===== src/rtl/fl_pkg.sv =====
package fl_pkg;
  typedef enum logic [1:0] {
    FIT_FIRST = 2'd0,
    FIT_BEST  = 2'd1,
    FIT_WORST = 2'd2,
    FIT_SPARE = 2'd3
  } fit_e;

  typedef enum logic [1:0] {
    RS_OK    = 2'd0,
    RS_NOFIT = 2'd1,
    RS_FULL  = 2'd2,
    RS_BADSZ = 2'd3
  } rstat_e;

  typedef enum logic [1:0] {
    TC_NONE = 2'd0,
    TC_TRIM = 2'd1,
    TC_DROP = 2'd2,
    TC_ADD  = 2'd3
  } tcmd_e;

  typedef enum logic [1:0] {
    CS_IDLE = 2'd0,
    CS_SCAN = 2'd1,
    CS_FIN  = 2'd2
  } cstate_e;
endpackage


===== src/rtl/fl_table.sv =====
module fl_table
  import fl_pkg::*;
#(
  parameter int N_ENTRIES = 8,
  parameter int ADDR_W    = 16,
  parameter int SIZE_W    = 16,
  localparam int IW       = $clog2(N_ENTRIES + 1),
  localparam int AIW      = $clog2(N_ENTRIES)
) (
  input  logic              clk,
  input  logic              rst_n,
  input  tcmd_e             cmd,
  input  logic [IW-1:0]     cmd_idx,
  input  logic [ADDR_W-1:0] cmd_base,
  input  logic [SIZE_W-1:0] cmd_size,
  input  logic [IW-1:0]     rd_idx,
  output logic [ADDR_W-1:0] rd_base,
  output logic [SIZE_W-1:0] rd_size,
  output logic [IW-1:0]     count
);
  logic [ADDR_W-1:0] base_v [N_ENTRIES];
  logic [SIZE_W-1:0] size_v [N_ENTRIES];

  for (genvar g = 0; g < N_ENTRIES; g++) begin : slot
    logic [ADDR_W-1:0] b_q, up_b, dn_b;
    logic [SIZE_W-1:0] s_q, up_s, dn_s;

    if (g < N_ENTRIES - 1) begin : g_up
      assign up_b = base_v[g+1];
      assign up_s = size_v[g+1];
    end else begin : g_top
      assign up_b = '0;
      assign up_s = '0;
    end

    if (g > 0) begin : g_dn
      assign dn_b = base_v[g-1];
      assign dn_s = size_v[g-1];
    end else begin : g_bot
      assign dn_b = '0;
      assign dn_s = '0;
    end

    always_ff @(posedge clk or negedge rst_n) begin
      if (!rst_n) begin
        b_q <= '0;
        s_q <= '0;
      end else begin
        case (cmd)
          TC_TRIM: if (cmd_idx == IW'(g)) begin
            b_q <= b_q + ADDR_W'(cmd_size);
            s_q <= s_q - cmd_size;
          end
          TC_DROP: if (cmd_idx <= IW'(g)) begin
            b_q <= up_b;
            s_q <= up_s;
          end
          TC_ADD: if (cmd_idx == IW'(g)) begin
            b_q <= cmd_base;
            s_q <= cmd_size;
          end else if (cmd_idx < IW'(g)) begin
            b_q <= dn_b;
            s_q <= dn_s;
          end
          default: ;
        endcase
      end
    end

    assign base_v[g] = b_q;
    assign size_v[g] = s_q;
  end

  always_ff @(posedge clk or negedge rst_n) begin
    if (!rst_n) count <= '0;
    else if (cmd == TC_ADD) count <= count + 1'b1;
    else if (cmd == TC_DROP) count <= count - 1'b1;
  end

  always_comb begin
    rd_base = '0;
    rd_size = '0;
    if (rd_idx < IW'(N_ENTRIES)) begin
      rd_base = base_v[rd_idx[AIW-1:0]];
      rd_size = size_v[rd_idx[AIW-1:0]];
    end
  end


  drop_shrink_chk: assert property (@(posedge clk) disable iff (!rst_n)
    cmd == TC_DROP |=> count == $past(count) - 1'b1);

  drop_valid_chk: assert property (@(posedge clk) disable iff (!rst_n)
    cmd == TC_DROP |-> cmd_idx < count);

  add_room_chk: assert property (@(posedge clk) disable iff (!rst_n)
    cmd == TC_ADD |-> count < IW'(N_ENTRIES));

  add_grow_chk: assert property (@(posedge clk) disable iff (!rst_n)
    cmd == TC_ADD |=> count == $past(count) + 1'b1);
endmodule


===== src/rtl/fl_pick.sv =====
module fl_pick
  import fl_pkg::*;
#(
  parameter int SIZE_W = 16
) (
  input  fit_e              pol,
  input  logic [SIZE_W-1:0] need,
  input  logic [SIZE_W-1:0] ent_size,
  input  logic              have,
  input  logic [SIZE_W-1:0] have_size,
  output logic              take,
  output logic              stop
);
  logic fits;

  always_comb begin
    fits = ent_size >= need;
    stop = 1'b0;
    case (pol)
      FIT_BEST:  take = fits && (!have || ent_size < have_size);
      FIT_WORST: take = fits && (!have || ent_size > have_size);
      default: begin
        take = fits && !have;
        stop = fits;
      end
    endcase
  end
endmodule


===== src/rtl/fl_ctrl.sv =====
module fl_ctrl
  import fl_pkg::*;
#(
  parameter int N_ENTRIES = 8,
  parameter int ADDR_W    = 16,
  parameter int SIZE_W    = 16,
  localparam int IW       = $clog2(N_ENTRIES + 1)
) (
  input  logic              clk,
  input  logic              rst_n,
  input  logic              req_valid,
  output logic              req_ready,
  input  logic              req_op,
  input  logic [1:0]        req_policy,
  input  logic [SIZE_W-1:0] req_size,
  input  logic [ADDR_W-1:0] req_base,
  input  logic [IW-1:0]     tbl_count,
  input  logic [ADDR_W-1:0] tbl_base,
  input  logic [SIZE_W-1:0] tbl_size,
  output logic [IW-1:0]     rd_idx,
  output tcmd_e             cmd,
  output logic [IW-1:0]     cmd_idx,
  output logic [ADDR_W-1:0] cmd_base,
  output logic [SIZE_W-1:0] cmd_size,
  output logic              rsp_done,
  output logic [1:0]        rsp_status,
  output logic [ADDR_W-1:0] rsp_base
);
  cstate_e           state_q;
  logic              op_q;
  fit_e              pol_q;
  logic [SIZE_W-1:0] need_q;
  logic [ADDR_W-1:0] fbase_q;
  logic [IW-1:0]     idx_q;
  logic              have_q;
  logic [IW-1:0]     pick_idx_q;
  logic [SIZE_W-1:0] pick_size_q;
  logic [ADDR_W-1:0] pick_base_q;
  rstat_e            stat_q;
  logic              done_q;
  rstat_e            rstat_q;
  logic [ADDR_W-1:0] rbase_q;

  logic take, stop, at_end, accept;

  fl_pick #(.SIZE_W(SIZE_W)) u_pick (
    .pol      (pol_q),
    .need     (need_q),
    .ent_size (tbl_size),
    .have     (have_q),
    .have_size(pick_size_q),
    .take     (take),
    .stop     (stop)
  );

  assign req_ready = (state_q == CS_IDLE);
  assign accept    = req_valid && req_ready;
  assign at_end    = (idx_q == tbl_count);
  assign rd_idx    = idx_q;

  always_comb begin
    cmd      = TC_NONE;
    cmd_idx  = pick_idx_q;
    cmd_base = fbase_q;
    cmd_size = need_q;
    if (state_q == CS_FIN && stat_q == RS_OK) begin
      if (op_q) cmd = TC_ADD;
      else if (have_q) cmd = (pick_size_q == need_q) ? TC_DROP : TC_TRIM;
    end
  end

  always_ff @(posedge clk or negedge rst_n) begin
    if (!rst_n) begin
      state_q     <= CS_IDLE;
      op_q        <= 1'b0;
      pol_q       <= FIT_FIRST;
      need_q      <= '0;
      fbase_q     <= '0;
      idx_q       <= '0;
      have_q      <= 1'b0;
      pick_idx_q  <= '0;
      pick_size_q <= '0;
      pick_base_q <= '0;
      stat_q      <= RS_OK;
      done_q      <= 1'b0;
      rstat_q     <= RS_OK;
      rbase_q     <= '0;
    end else begin
      done_q <= 1'b0;
      case (state_q)
        CS_IDLE: if (accept) begin
          op_q    <= req_op;
          pol_q   <= fit_e'(req_policy);
          need_q  <= req_size;
          fbase_q <= req_base;
          idx_q   <= '0;
          have_q  <= 1'b0;
          if (req_size == '0) begin
            stat_q  <= RS_BADSZ;
            state_q <= CS_FIN;
          end else if (req_op && tbl_count == IW'(N_ENTRIES)) begin
            stat_q  <= RS_FULL;
            state_q <= CS_FIN;
          end else begin
            stat_q  <= RS_OK;
            state_q <= CS_SCAN;
          end
        end
        CS_SCAN: begin
          if (at_end) begin
            if (op_q) pick_idx_q <= idx_q;
            state_q <= CS_FIN;
          end else if (!op_q) begin
            if (take) begin
              have_q      <= 1'b1;
              pick_idx_q  <= idx_q;
              pick_size_q <= tbl_size;
              pick_base_q <= tbl_base;
            end
            if (stop) state_q <= CS_FIN;
            else idx_q <= idx_q + 1'b1;
          end else if (tbl_base > fbase_q) begin
            pick_idx_q <= idx_q;
            state_q    <= CS_FIN;
          end else begin
            idx_q <= idx_q + 1'b1;
          end
        end
        CS_FIN: begin
          done_q  <= 1'b1;
          state_q <= CS_IDLE;
          if (stat_q != RS_OK) begin
            rstat_q <= stat_q;
            rbase_q <= '0;
          end else if (!op_q && !have_q) begin
            rstat_q <= RS_NOFIT;
            rbase_q <= '0;
          end else begin
            rstat_q <= RS_OK;
            rbase_q <= op_q ? '0 : pick_base_q;
          end
        end
        default: state_q <= CS_IDLE;
      endcase
    end
  end

  assign rsp_done   = done_q;
  assign rsp_status = rstat_q;
  assign rsp_base   = rbase_q;


  accept_busy_chk: assert property (@(posedge clk) disable iff (!rst_n)
    accept |=> !req_ready);

  single_pulse_chk: assert property (@(posedge clk) disable iff (!rst_n)
    rsp_done |=> !rsp_done);

  trim_smaller_chk: assert property (@(posedge clk) disable iff (!rst_n)
    cmd == TC_TRIM |-> pick_size_q > need_q);
endmodule


===== src/rtl/fl_alloc.sv =====
module fl_alloc
  import fl_pkg::*;
#(
  parameter int N_ENTRIES = 8,
  parameter int ADDR_W    = 16,
  parameter int SIZE_W    = 16
) (
  input  logic              clk,
  input  logic              rst_n,
  input  logic              req_valid,
  output logic              req_ready,
  input  logic              req_op,
  input  logic [1:0]        req_policy,
  input  logic [SIZE_W-1:0] req_size,
  input  logic [ADDR_W-1:0] req_base,
  output logic              rsp_done,
  output logic [1:0]        rsp_status,
  output logic [ADDR_W-1:0] rsp_base
);
  localparam int IW = $clog2(N_ENTRIES + 1);

  tcmd_e             cmd;
  logic [IW-1:0]     cmd_idx, rd_idx, tbl_count;
  logic [ADDR_W-1:0] cmd_base, tbl_base;
  logic [SIZE_W-1:0] cmd_size, tbl_size;

  fl_table #(.N_ENTRIES(N_ENTRIES), .ADDR_W(ADDR_W), .SIZE_W(SIZE_W)) u_table (
    .clk     (clk),
    .rst_n   (rst_n),
    .cmd     (cmd),
    .cmd_idx (cmd_idx),
    .cmd_base(cmd_base),
    .cmd_size(cmd_size),
    .rd_idx  (rd_idx),
    .rd_base (tbl_base),
    .rd_size (tbl_size),
    .count   (tbl_count)
  );

  fl_ctrl #(.N_ENTRIES(N_ENTRIES), .ADDR_W(ADDR_W), .SIZE_W(SIZE_W)) u_ctrl (
    .clk       (clk),
    .rst_n     (rst_n),
    .req_valid (req_valid),
    .req_ready (req_ready),
    .req_op    (req_op),
    .req_policy(req_policy),
    .req_size  (req_size),
    .req_base  (req_base),
    .tbl_count (tbl_count),
    .tbl_base  (tbl_base),
    .tbl_size  (tbl_size),
    .rd_idx    (rd_idx),
    .cmd       (cmd),
    .cmd_idx   (cmd_idx),
    .cmd_base  (cmd_base),
    .cmd_size  (cmd_size),
    .rsp_done  (rsp_done),
    .rsp_status(rsp_status),
    .rsp_base  (rsp_base)
  );


  nofit_keeps_chk: assert property (@(posedge clk) disable iff (!rst_n)
    (rsp_done && rsp_status == RS_NOFIT) |-> $stable(tbl_count) && rsp_base == '0);

  badsize_keeps_chk: assert property (@(posedge clk) disable iff (!rst_n)
    (rsp_done && rsp_status == RS_BADSZ) |-> $stable(tbl_count));

  ready_at_done_chk: assert property (@(posedge clk) disable iff (!rst_n)
    rsp_done |-> req_ready);

  full_keeps_chk: assert property (@(posedge clk) disable iff (!rst_n)
    (rsp_done && rsp_status == RS_FULL) |-> tbl_count == IW'(N_ENTRIES));
endmodule


===== config.mk =====
export PLATFORM = sky130hd
export DESIGN_NAME = fl_alloc
export DESIGN_NICKNAME = d
export VERILOG_FILES = /design/src/rtl/fl_pkg.sv /design/src/rtl/fl_table.sv /design/src/rtl/fl_pick.sv /design/src/rtl/fl_ctrl.sv /design/src/rtl/fl_alloc.sv
export SDC_FILE = /design/constraint.sdc
export NUM_CORES = 2
export LEC_CHECK = 0
export BUFFER_PORTS_ARGS = -buffer_cell sky130_fd_sc_hd__buf_2
export CORE_MARGIN = 5
export CORE_UTILIZATION = 25
export CTS_CLUSTER_SIZE = 12
export DETAILED_ROUTE_END_ITERATION = 8
export GPL_TIMING_DRIVEN = 1
export PLACE_DENSITY = 0.39
export SKIP_CTS_REPAIR_TIMING = 1
export SLEW_MARGIN = 10
export SYNTH_ARGS = -nofsm -noshare
export SYNTH_HDL_FRONTEND = slang
export SYNTH_SLANG_ARGS = --single-unit

===== constraint.sdc =====
create_clock -name clk -period 12.6 [get_ports clk]
set_input_delay 1.26 -clock clk [delete_from_list [all_inputs] [get_ports clk]]
set_output_delay 1.26 -clock clk [all_outputs]
set_load 0.03 [all_outputs]

After elaboration in Yosys (flattened, before gate mapping)

Index checks and enable logic that the tools add are counted.

Add/sub/neg operators: 19
Magnitude comparators: 22
Equal/unequal tests: 51
Muxes and demuxes: 126
Bitwise operators: 3
Reduce and logical (&&, ||, !) cells: 35

Operators by type and width:

| cell                                                                              | count |
|---|---|
| 16-bit 2-to-1 mux                                                                 | 71 |
| 16-bit one-hot mux with 3 select lines                                            | 16 |
| 16-bit adder                                                                      | 8 |
| 16-bit subtractor                                                                 | 8 |
| 16-bit binary-select mux with 3-bit select                                        | 2 |
| 4-bit 2-to-1 mux                                                                  | 12 |
| 4-bit AND reduction                                                               | 10 |
| 2-bit by 1-bit != test with 1-bit output (second input constant)                  | 18 |
| 16-bit > comparator                                                               | 2 |
| 2-bit 2-to-1 mux                                                                  | 14 |
| 3-bit by 1-bit != test with 1-bit output (second input constant)                  | 8 |
| 16-bit == test                                                                    | 1 |
| 4-bit by 3-bit == test with 1-bit output (second input constant)                  | 4 |
| 16-bit >= comparator                                                              | 1 |
| 4-bit by 3-bit less-or-equal comparator with 1-bit output (second input constant) | 4 |
| 16-bit logical NOT                                                                | 1 |
| 16-bit < comparator                                                               | 1 |
| 4-bit by 3-bit < comparator with 1-bit output (second input constant)             | 4 |
| 5-bit AND reduction                                                               | 2 |
| 4-bit by 1-bit adder with 4-bit output (second input constant)                    | 2 |
| 2-bit == test (second input constant)                                             | 4 |
| 4-bit by 2-bit == test with 1-bit output (second input constant)                  | 2 |
| 4-bit by 1-bit less-or-equal comparator with 1-bit output (second input constant) | 2 |
| 4-bit by 2-bit less-or-equal comparator with 1-bit output (second input constant) | 2 |
| 30 further kinds                                                                  | 57 |

Flip-flop bits (word level): 359
Bits of input ports: 38
Output and inout port bits: 20
Logic and storage cells: 287

Depth between registers and ports, before layout

Depth after elaboration: 13
Mapped depth: 17
Depth with buffers taken out: 13

Hierarchy

Synthesis repeated with hierarchy kept, for this count alone.

Cells, all modules: 4097
Area, all modules: 34296.6 µm²

By module, submodules not included:

| module   | instances | cells an instance | area each (µm²) | seq. area each (µm²) |
|---|---|---|---|---|
| fl_table | 1         | 3569              | 28922.7         | 6506.2 |
| fl_ctrl  | 1         | 412               | 4518.1          | 2477.4 |
| fl_pick  | 1         | 116               | 855.8           | 0.0 |

Worst setup path after synthesis

Ideal clock, no wire load.

Path kind: reg-to-reg
From: register u_ctrl.idx_q[1], in the netlist u_ctrl.rd_idx[1]
To: register u_ctrl.pick_base_q[15]
Library setup time: 0.125 ns
Arrival time: 4.290 ns
Required time: 12.475 ns
Path slack: 8.185 ns
Stages on the path, launching flop included: 17
Path buffers: 4
Clock period less this slack: 4.415 ns
Cells stage by stage: dfrtp_1 > clkbuf_1 > buf_1 > clkbuf_1 > mux4_2 > nand2_1 > a21oi_1 > ha_1 > and3_1 > a221o_1 > a221oi_1 > nor3b_1 > mux2_2 > o21ai_0 > nand3_2 > buf_2 > mux2_2

Longest elaborated chain between the ends: 10
Elaborated cells on any way between the ends: 22
Classes of those cells: 4 x order compare; 1 x eq/ne; 9 x mux; 2 x bitwise; 6 x reduce/logical

RTL lines:

| element                                                    | RTL line                     | source |
|---|---|---|
| start: declaration                                         | fl_ctrl.sv:34                | `logic [IW-1:0] idx_q;` |
| start signal: assignment                                   | fl_ctrl.sv:121               | `else idx_q <= idx_q + 1'b1;` |
| start signal: assignment                                   | fl_ctrl.sv:126               | `idx_q <= idx_q + 1'b1;` |
| 3-bit inverter with 4-bit output (not written as such)     | fl_table.sv:85               | `rd_size = size_v[rd_idx[AIW-1:0]];` |
| 16-bit binary-select mux with 3-bit select                 | fl_table.sv:85               |  |
| 16-bit 2-to-1 mux (not written as such) (2 in a row)       | fl_table.sv:85               |  |
| 16-bit 2-to-1 mux (*)                                      | fl_table.sv:83               | `if (rd_idx < IW'(N_ENTRIES)) begin` |
| named net tbl_size[11]                                     | fl_alloc.sv:25               | `logic [SIZE_W-1:0] cmd_size, tbl_size;` |
| 16-bit > comparator or 16-bit < comparator (tied branches) | fl_pick.sv:21, fl_pick.sv:20 |  |
| 1-bit logical OR, on equally long branches                 | fl_pick.sv:21, fl_pick.sv:20 |  |
| 1-bit logical AND, on equally long branches                | fl_pick.sv:21, fl_pick.sv:20 |  |
| 1-bit one-hot mux with 2 select lines (*)                  | fl_pick.sv:19                | `case (pol)` |
| 4-bit AND reduction (no source line) (*)                   | --                           |  |
| end signal: assignment                                     | fl_ctrl.sv:118               | `pick_base_q <= tbl_base;` |
| end: declaration                                           | fl_ctrl.sv:38                | `logic [ADDR_W-1:0] pick_base_q;` |

Mark *: on every way through the listed nets, which the timed path passes. The rest lies on a longest branch. The select of a mux whose other input is x is not followed.
A chain may end at the register's enable or synchronous reset.

Final worst setup path

From: register u_ctrl.idx_q[0], in the netlist u_ctrl.rd_idx[0]
To: register u_ctrl.pick_idx_q[2], in the netlist u_ctrl.cmd_idx[2]

Longest elaborated chain between the ends: 11
Elaborated cells on any way between the ends: 26
Classes of those cells: 5 x order compare; 3 x eq/ne; 10 x mux; 1 x bitwise; 7 x reduce/logical

RTL lines:

| element                                                    | RTL line                     | source |
|---|---|---|
| 3-bit inverter with 4-bit output (not written as such)     | fl_table.sv:85               |  |
| 16-bit binary-select mux with 3-bit select                 | fl_table.sv:85               |  |
| 16-bit 2-to-1 mux (not written as such) (2 in a row)       | fl_table.sv:85               |  |
| 16-bit 2-to-1 mux (*)                                      | fl_table.sv:83               |  |
| named net tbl_size[9]                                      | fl_alloc.sv:25               |  |
| 16-bit > comparator or 16-bit < comparator (tied branches) | fl_pick.sv:21, fl_pick.sv:20 |  |
| 1-bit logical OR, on equally long branches                 | fl_pick.sv:21, fl_pick.sv:20 |  |
| 1-bit logical AND, on equally long branches                | fl_pick.sv:21, fl_pick.sv:20 |  |
| 1-bit one-hot mux with 2 select lines (*)                  | fl_pick.sv:19                |  |
| 2-bit nonzero test (no source line) (*)                    | --                           |  |
| 4-bit AND reduction (no source line) (*)                   | --                           |  |
| end signal: assignment                                     | fl_ctrl.sv:111               | `if (op_q) pick_idx_q <= idx_q;` |
| end signal: assignment                                     | fl_ctrl.sv:116               | `pick_idx_q <= idx_q;` |
| end signal: assignment                                     | fl_ctrl.sv:123               | `pick_idx_q <= idx_q;` |
| end: declaration                                           | fl_ctrl.sv:36                | `logic [IW-1:0] pick_idx_q;` |

Marked as above.

==> flow_summary.ini <==
[run_status]
run_status = complete, no violations

[timing]
drv_slew = 0
hold_violations = 0
period_minus_slack_ns = 5.96
tightest_slew_ns = 1.11
fin_crit_sh_pct = 47.3
hold_slack_ns = 0.478
finClkSkew_ns = 0.0382
setup_viol = 0
rsz0062_at_grt = false
slew_headroom_pct = 25.5
fin_setup_tns_ns = 0
timing.fmax_mhz = 168

[clock_tree]
cts_tree = yes
clkTransAtPathRegs_ns = 0.06
cts_max_level = 2
clk_latency_ns = 0.64
cts.sinks = 359
clockBufferDepth = 3
cts-root-buf = clkbuf_16
cts_buffers = 51

[synthesis]
avgSynthCellArea_um2 = 8.32
ys_types = 83
yosysSeqAreaShare_pct = 27.9
synthAdderAreaFrac_pct = 12.4
synth_warnings = 0
synth-seq-cells = 359
syn-cell-area_um2 = 32200
synthMuxAreaShare_pct = 8.25
synth_cells = 3876
yosys.area_share.simple_pct = 15.9
synth_edf_count = 0
synth_nets = 4223
synth_top_family_by_area = compound AO/OA/AOI/OAI gates
synth-compound-area-share_pct = 25.6
synth_top_flop_cell = dfrtp_1
synth-xor-area-share_pct = 5.54
ys_async_sr_fraction_pct = 100

[die]
rows = 131
initial_utilization_pct = 25.2
core_um2 = 128000
die_x_um = 369
pin_count = 58
die_area_um2 = 136000
die_y_um = 369

[layout]
nNetsFinal = 4177
layout_commonest_cell = nand2_1
multiInputGateArea_um2 = 21900
area_growth_pct = 12.1
fillers = 13704
fin_util_pct = 28.3
final_area_um2 = 36200
final_cell_mix = nand2_1 (570), a21oi_1 (400), o21ai_0 (363), dfrtp_1 (356), nor2_1 (296)
drive_gt1_share_pct = 10.6
ff_latch_area_um2 = 8990

[setup_path]
crit_path_end_kind = flop
cp-startpoint = u_ctrl.rd_idx[0]$_DFFE_PN0P_
cp.buffers_inverters = 2
r2r-end = u_ctrl.cmd_idx[2]$_DFFE_PN0P_
path_cells = buf_4 > mux4_2 > nand2_1 > a21oi_1 > ha_1 > a21o_1 > a221o_1 > a221oi_1 > nor3b_1 > mux2_2 > o21ai_0 > nand3_2 > buf_4 > o31a_1 > mux2_2
cp_max_fo = 32
cp.depth = 15
start_kind = flop
critPathKind = flop to flop
cp-endpoint = u_ctrl.cmd_idx[2]$_DFFE_PN0P_
slowest_delay_ns = 0.74
reg2reg_slack_ns = 6.64
arrival_ns = 6.47
crit-reg2reg-launch = u_ctrl.rd_idx[0]$_DFFE_PN0P_
cp_top_family = compound AO/OA/AOI/OAI gates
r2r_cells = 15
cp.required_ns = 13.11
worst_path_max_delay_cell = dfrtp_4

[flow_run]
maxCapViolCount = 0

[detailed_routing]
ant_nets = 0
wire_per_inst_um = 25.0
drt-total-wl_um = 138000
via_per_inst = 5.44
dr_total_vias = 30125
drtIter0Drc = 2959
drc_errors = 0
firstDrtPassIters = 9

[global_route]
grt_max_degree = 111
grt_antenna_before_repair = 4
grt_pass1_vias = 29345
grt_use_total_pct = 19.6
grt_remaining_overflow = 0
grt_pass1_wl_um = 204000

[pwr]
p_per_area_nw_per_um2 = 339
power_uw = 12200
vdd_ir_drop_max_uv = 110
p_leak_uw = 0.0155

[place]
place.port_buffers = 57
place_congestion = 0.831
place_area_um2 = 34400
hpwl_um = 97100

[min_path]
hp-class = flop to flop
## worst min path at each step
stage	to	depth (start not counted)	from	slack (ns)
after global placement	u_ctrl.rsp_status[0]$_DFFE_PN0P_	2	u_ctrl.rsp_status[0]$_DFFE_PN0P_	0.46
after detailed placement	u_ctrl.rsp_status[0]$_DFFE_PN0P_	2	u_ctrl.rsp_status[0]$_DFFE_PN0P_	0.47
after CTS	u_ctrl.rsp_status[0]$_DFFE_PN0P_	2	u_ctrl.rsp_status[0]$_DFFE_PN0P_	0.48
final	u_ctrl.rsp_status[0]$_DFFE_PN0P_	2	u_ctrl.rsp_status[0]$_DFFE_PN0P_	0.48
after global routing	u_ctrl.rsp_base[6]$_DFFE_PN0P_	1	u_ctrl.pick_base_q[6]$_DFFE_PN0P_	0.50
after floorplan	u_ctrl.pol_q[1]$_DFFE_PN0P_	2	u_ctrl.pol_q[1]$_DFFE_PN0P_	0.45
## tightest hold or removal path, stage by stage, from the launching register on
cell and delay (ns):
dfrtp_1 0.34, nand2_1 0.04, o21ai_0 0.06
## metrics by stage
step / instances / worst slack [ns]
floorplan: 3876 / 8.19
global placement: 5439 / 6.70
detailed placement: 5439 / 6.61
CTS: 5532 / 6.56
global route: 5533 / 6.33
finish: 5533 / 6.64
## registers in the layout, summed over array words and instances (netlist names), 16 cells and up
name / count
u_ctrl.pick_size_q: 16
u_table.slot.s_q: 16
u_table.slot.up_b: 112
u_table.slot.up_s: 112
u_ctrl.cmd_base: 16
u_ctrl.cmd_size: 16
u_ctrl.rsp_base: 16
u_table.slot.b_q: 16
u_ctrl.pick_base_q: 16
## metal layers
layer / wire [µm] / vias to the layer above / track usage, % / share of wire (%)
met4: 3050 / 2 / 4.48 / 2.2
met2: 60400 / 857 / 30.6 / 44
met5: 13 / - / 0 / 0.0094
met1: 66200 / 14833 / 28.5 / 48
met3: 8510 / 144 / 3.16 / 6.2
li1: - / 14289 / - / -
## cells by family (layout without fill, tap and decap cells)
| logic type | Yosys count | in the layout |
|---|---|---|
| AOI/OAI and AO/OA | 1286 | 1286 |
| and+or+nand+nor | 1175 | 1175 |
| buffers and inverters | 368 | 362 |
| DFF | 359 | 359 |
| adders and majority gates | 309 | 309 |
| xor gates and xnor gates | 204 | 204 |
| muxes | 175 | 175 |
| other | 0 | 1 |
## where the power goes
part	internal [µW]	leakage (µW)	switching [µW]
registers	1630	0.00458	783
logic	3560	0.0100	4690
clock network	937	0.000846	639
total	6130	0.0155	6110
## synth_stat cells, drive strengths merged, types with 10 or more instances
library cell    n  area, µm²
o211ai         14        105
mux2           87        980
a211oi         16        120
a31oi          24        156
o21bai         19        143
mux2i          24        240
nor4           13       87.6
a222oi        138       1380
nor3           65        342
a21o           58        435
nand2b         29        181
mux4           64       1440
xnor2         156       1370
xor2           48        420
o31ai          19        143
o21a           47        353
buf            65        295
o21ai         373       1870
nand3          44        225
a21boi         10       75.1
inv           134        503
nor2          300       1140
a221oi         61        534
dfrtp         359       8980
ha            292       3650
nor2b          48        300
fa             17        340
nand4          21        131
nand2         574       2150
or3            24        150
a21oi         402       2010
a22o           20        175
and3           12       75.1
clkbuf        168        632
## layout make-up
type,instances,share of cell area (%)
antenna,1,0.00692
clock buffer,75,4.00
clock inverter,18,0.803
inverter,135,1.41
multi-input combinational,3149,60.7
sequential,359,24.9
tap,1662,5.75
timing repair buffer,134,2.45
(Power assumes the default switching activity.)
